**src/rtl/loop_analyzer_pkg.sv**
```systemverilog
package loop_analyzer_pkg;
  localparam int unsigned LA_DATA_W = 16;
  localparam int unsigned LA_FRAC_W = 14;
  localparam int unsigned LA_WIN_W  = 12;
  localparam int unsigned LA_NCH    = 2;   // in-phase, quadrature
endpackage

```
**src/rtl/la_osc.sv**
```systemverilog
module la_osc #(
  parameter int unsigned DATA_W = 16,
  parameter int unsigned FRAC_W = 14
) (
  input  logic                     clk_i,
  input  logic                     rst_ni,
  input  logic                     load_i,
  input  logic                     step_i,
  input  logic signed [DATA_W-1:0] coef_i,
  input  logic signed [DATA_W-1:0] amp_i,
  output logic signed [DATA_W-1:0] sin_o,
  output logic signed [DATA_W-1:0] cos_o
);
  localparam int unsigned PROD_W = 2 * DATA_W;

  logic signed [DATA_W-1:0] k_q, s_q, c_q, s_nxt, c_nxt;
  logic signed [PROD_W-1:0] kc, ks;

  always_comb begin
    kc    = k_q * c_q;
    s_nxt = s_q + DATA_W'(kc >>> FRAC_W);
    ks    = k_q * s_nxt;              // uses updated sine
    c_nxt = c_q - DATA_W'(ks >>> FRAC_W);
  end

  always_ff @(posedge clk_i or negedge rst_ni) begin
    if (!rst_ni) begin
      k_q <= '0;
      s_q <= '0;
      c_q <= '0;
    end else if (load_i) begin
      k_q <= coef_i;
      s_q <= '0;
      c_q <= amp_i;
    end else if (step_i) begin
      s_q <= s_nxt;
      c_q <= c_nxt;
    end
  end

  assign sin_o = s_q;
  assign cos_o = c_q;
endmodule

```
**src/rtl/la_mac.sv**
```systemverilog
module la_mac #(
  parameter int unsigned DATA_W = 16,
  parameter int unsigned ACC_W  = 44
) (
  input  logic                     clk_i,
  input  logic                     rst_ni,
  input  logic                     clr_i,
  input  logic                     en_i,
  input  logic signed [DATA_W-1:0] a_i,
  input  logic signed [DATA_W-1:0] b_i,
  output logic signed [ACC_W-1:0]  acc_o
);
  logic signed [2*DATA_W-1:0] prod;
  assign prod = a_i * b_i;

  always_ff @(posedge clk_i or negedge rst_ni) begin
    if (!rst_ni)      acc_o <= '0;
    else if (clr_i)   acc_o <= '0;
    else if (en_i)    acc_o <= acc_o + ACC_W'(prod);
  end
endmodule

```
**src/rtl/la_win.sv**
```systemverilog
module la_win #(
  parameter int unsigned WIN_W = 12
) (
  input  logic             clk_i,
  input  logic             rst_ni,
  input  logic             load_i,
  input  logic             step_i,
  input  logic [WIN_W-1:0] len_i,
  output logic             last_o
);
  logic [WIN_W-1:0] cnt_q, len_q;

  always_ff @(posedge clk_i or negedge rst_ni) begin
    if (!rst_ni) begin
      cnt_q <= '0;
      len_q <= '0;
    end else if (load_i) begin
      cnt_q <= '0;
      len_q <= len_i;
    end else if (step_i) begin
      cnt_q <= cnt_q + 1'b1;
    end
  end

  assign last_o = (cnt_q == len_q - 1'b1);
endmodule

```
**src/rtl/loop_analyzer.sv**
```systemverilog
module loop_analyzer
  import loop_analyzer_pkg::*;
#(
  parameter int unsigned DATA_W = LA_DATA_W,
  parameter int unsigned FRAC_W = LA_FRAC_W,
  parameter int unsigned WIN_W  = LA_WIN_W,
  localparam int unsigned ACC_W = 2 * DATA_W + WIN_W
) (
  input  logic                     clk_i,
  input  logic                     rst_ni,
  input  logic                     start_i,
  input  logic                     sample_i,
  input  logic signed [DATA_W-1:0] coef_i,
  input  logic signed [DATA_W-1:0] amp_i,
  input  logic        [WIN_W-1:0]  win_len_i,
  input  logic signed [DATA_W-1:0] meas_i,
  output logic signed [DATA_W-1:0] exc_o,
  output logic                     busy_o,
  output logic                     done_o,
  output logic signed [ACC_W-1:0]  re_o,
  output logic signed [ACC_W-1:0]  im_o
);
  logic                     busy_q, done_q, adv, last;
  logic signed [DATA_W-1:0] sin_w, cos_w;
  logic signed [DATA_W-1:0] ref_w [LA_NCH];
  logic signed [ACC_W-1:0]  acc_w [LA_NCH];

  assign adv = sample_i && busy_q && !start_i;

  la_osc #(.DATA_W(DATA_W), .FRAC_W(FRAC_W)) u_osc (
    .clk_i, .rst_ni, .load_i(start_i), .step_i(adv),
    .coef_i, .amp_i, .sin_o(sin_w), .cos_o(cos_w)
  );

  la_win #(.WIN_W(WIN_W)) u_win (
    .clk_i, .rst_ni, .load_i(start_i), .step_i(adv),
    .len_i(win_len_i), .last_o(last)
  );

  assign ref_w[0] = sin_w;
  assign ref_w[1] = cos_w;

  for (genvar g = 0; g < LA_NCH; g++) begin : g_ch
    la_mac #(.DATA_W(DATA_W), .ACC_W(ACC_W)) u_mac (
      .clk_i, .rst_ni, .clr_i(start_i), .en_i(adv),
      .a_i(meas_i), .b_i(ref_w[g]), .acc_o(acc_w[g])
    );
  end

  always_ff @(posedge clk_i or negedge rst_ni) begin
    if (!rst_ni) begin
      busy_q <= 1'b0;
      done_q <= 1'b0;
    end else begin
      done_q <= adv && last;
      if (start_i)          busy_q <= 1'b1;
      else if (adv && last) busy_q <= 1'b0;
    end
  end

  assign exc_o  = busy_q ? sin_w : '0;
  assign busy_o = busy_q;
  assign done_o = done_q;
  assign re_o   = acc_w[0];
  assign im_o   = acc_w[1];
endmodule

```
**config.mk**
```make
export PLATFORM = sky130hd
export DESIGN_NAME = loop_analyzer
export DESIGN_NICKNAME = d
export VERILOG_FILES = /design/src/rtl/loop_analyzer_pkg.sv /design/src/rtl/la_osc.sv /design/src/rtl/la_mac.sv /design/src/rtl/la_win.sv /design/src/rtl/loop_analyzer.sv
export SDC_FILE = /design/constraint.sdc
export NUM_CORES = 2
export LEC_CHECK = 0
export BUFFER_PORTS_ARGS = -buffer_cell sky130_fd_sc_hd__buf_2
export CORE_ASPECT_RATIO = 0.6
export CORE_UTILIZATION = 24
export CTS_BUF_LIST = sky130_fd_sc_hd__clkbuf_4 sky130_fd_sc_hd__clkbuf_8 sky130_fd_sc_hd__clkbuf_16
export CTS_CLUSTER_SIZE = 30
export DETAILED_ROUTE_END_ITERATION = 6
export MAX_ROUTING_LAYER = met4
export PLACE_DENSITY_LB_ADDON = 0.1
export SLEW_MARGIN = 20
export SYNTH_ARGS = -nofsm -noshare
export SYNTH_HDL_FRONTEND = slang
export SYNTH_SLANG_ARGS = --single-unit
```
**constraint.sdc**
```tcl
create_clock -name clk_i -period 45.4 [get_ports clk_i]
set_input_delay 6.81 -clock clk_i [delete_from_list [all_inputs] [get_ports clk_i]]
set_output_delay 6.81 -clock clk_i [all_outputs]
set_load 0.02 [all_outputs]
```
==> results.md <==
* Outcome: complete, no violations
* CTS buffer count at 25
* Nets@finish at 7219
* Critical Path Fanout Max at 23
* Port Buf Inserts at 169
* Initial antenna violation count at 14
* TNS Setup at 0 ps
* Hold buffers post-CTS at 0
* Hold WC Path Type: reg2reg
* Clock Skews at 42.70 ps
* Mean Syn Cell Area at 9.314 µm²
* RSZ-0062 raised after global routing: no
* DRC at 0
* Largest family of logic cells by synthesized area: adder cells
* Critical Path End Type: flop
* Die W at 598.0 µm
* Clk pin slew, worst setup/hold paths at 100 ps
* Site Rows at 130
* Crit path top cell by count: fa_1
* First DRT Iteration DRCs at 2001
* Chip height at 359.6 µm
* CTS Root Cell: clkbuf_16
* Final-report hold violation count at 0
* Synth Area in Compound Gates at 5.976%
* Routed len/inst at 20.80 µm
* CTS tree: yes
* Dpl cell area at 55360 µm²
* Placer congestion estimate at 0.8126
* Vias in the first global route at 39040
* Synth Area in Adders at 57.04%
* Mux share of post-synthesis cell area at 0.7167%
* Synth Register Bits at 162
* Total Wirelength at 174.4 mm
* Number of setup buffers added after CTS at 0
* Max stage delay on crit path at 790 ps
* Initial Utilization at 24.30%
* Max_cap viols at 0
* Xor/xnor share of the synthesized area at 3.312%
* Detailed Place HPWL at 136.1 mm
* EDFF count, synth at 0
* Commonest non-fill, non-tap cell in the layout: inv_1
* Worst-Margin Slew at 1091 ps
* Routed vias at 35900
* Buf+Inv Stages, Crit Path at 8
* Worst EP required at 45880 ps
* Seq/Total Area, Yosys at 7.925%
* First-pass GRT wire length at 266.8 mm
* Post-cts resize count at 0
* Fin crit share at 36.77%
* Synth top area cells: fa_1 (46%), ha_1 (11%), inv_1 (9.0%)
* GR Overflow Total at 0
* Yosys top cell by area: fa_1
* # setup viols final at 0
* Final Util at 26.65%
* Synth unique cells at 80
* Slew Limit Fails at 0
* Core Region at 210500 µm²
* Critical Path Start Type: flop
* Clk Latency, worst-skew pair at 590 ps
* Worst Setup Path Type: reg2reg
* Tot GR Track Use at 17.26%
* Area Growth Syn to Fin at 9.645%
* Post-synth top area share at 46.49%
* Fmax achieved at 59.90 MHz
* Critical Path Slowest Stage Cell: inv_1
* Routed Antenna Nets at 0
* Post-route minimum period at 16700 ps
* Synth warnings at 0
* Final Instance Area at 56090 µm²
* Synth Flop Type: dfrtp_1
* Mapped Area at 51150 µm²
* Largest net degree at the start of global routing at 55
* Worst Path Arrival at 17170 ps
* Syn_nets at 7175
* Vias per inst at 4.280
* Most frequent cells in the layout: inv_1 (1221), fa_1 (1187), nand2_1 (792)
* CTS max path bufs at 3
* Ports at 170
* Clk sinks at 162
* Cells after Synth at 5492
* Ys async rst share at 100.0%
* Delay-heaviest family, CP: adder cells
* Layout cell share with drive strength beyond 1 at 6.371%
* Simple logic cell fraction of the synthesized area at 14.29%
* H-tree lvl count at 4
* Slew headroom at 27.25%
* Die area at 215000 µm²
* Initial DRT Pass Iterations at 6
## synthesized netlist by cell type (all sizes together), types with 23 or more instances
cell	number
inv	1221
fa	1188
nand2	793
ha	431
and2	401
clkbuf	234
a21oi	217
dfrtp	162
xnor2	135
nor2	115
o21ai	80
nand2b	66
a21o	54
xor2	51
nor3	34
nand3	31
mux2	29
a211oi	26
o21a	23
## worst paths after layout
kind / end / cells past startpoint / slack, ps / startpoint
worst max-delay path: u_osc.cos_o[15]$_DFFE_PN0P_ / 58 / 28700 / u_osc.cos_o[15]$_DFFE_PN0P_
worst min-delay path: u_osc.k_q[15]$_DFFE_PN0P_ / 1 / 540 / u_osc.k_q[15]$_DFFE_PN0P_
worst max register to register: u_osc.cos_o[15]$_DFFE_PN0P_ / 58 / 28700 / u_osc.cos_o[15]$_DFFE_PN0P_
worst min register to register: u_osc.k_q[15]$_DFFE_PN0P_ / 1 / 540 / u_osc.k_q[15]$_DFFE_PN0P_
max in group asynchronous: u_osc.k_q[10]$_DFFE_PN0P_ / 2 / 38010 / rst_ni
min in group asynchronous: g_ch[1].u_mac.acc_o[7]$_DFFE_PN0P_ / 1 / 6140 / rst_ni
## final cells by class
class | instances | area (µm²)
fill | 22730 | 154400
multi-input combinational | 3866 | 41620
inverter | 1221 | 4583
sequential | 162 | 4056
tap | 2838 | 3551
timing repair buffer | 260 | 1548
clock buffer | 31 | 695.7
antenna | 8 | 20.02
clock inverter | 1 | 8.758
## metal layers
| metal | wire [µm] | global-route usage (%) |
|---|---|---|
| met5 | 0 | - |
| met4 | 1917 | 2.076 |
| met3 | 9360 | 2.713 |
| met2 | 66140 | 22.28 |
| met1 | 96990 | 28.01 |
## state kept, by name, indices dropped and copies added (netlist names)
name              cells
u_win.len_q          12
u_osc.k_q            16
g_ch.u_mac.acc_o     88
u_osc.sin_o          16
busy_o                1
u_osc.cos_o          16
u_win.cnt_q          12
done_o                1
## kinds of logic (layout without fill, tap and decap cells)
| group | Yosys count | count (layout) |
|---|---|---|
| flops | 162 | 162 |
| buf+inv | 1464 | 1513 |
| other cells | 0 | 8 |
| simple gates | 1536 | 1536 |
| xor+xnor | 188 | 188 |
| fa+ha+maj | 1619 | 1619 |
| compound gates | 490 | 490 |
| mux | 33 | 33 |
## worst reg2reg max path: cells and delay by family (launching register included)
kind,cells,cell delay [ps]
buf+inv,8,1570
xor+xnor,6,1310
compound gates,17,4440
simple gates,11,2030
fa+ha+maj,16,6880
flops,1,370
## through the flow
| stage | instances | hold slack (ps) | worst slack [ps] |
|---|---|---|---|
| 2_1_floorplan | 5492 | 500.8 | 30890 |
| 3_3_place_gp | 8347 | 498.6 | 28830 |
| 3_5_place_dp | 8347 | 520.4 | 28700 |
| 4_1_cts | 8379 | 536.4 | 28650 |
| 5_1_grt | 8382 | 566.3 | 27840 |
| 6_report | 8387 | 540.4 | 28700 |
Power is left out: the tool's default activity adds up to more than one toggle a clock period on the data nets, which glitch-free logic cannot reach.
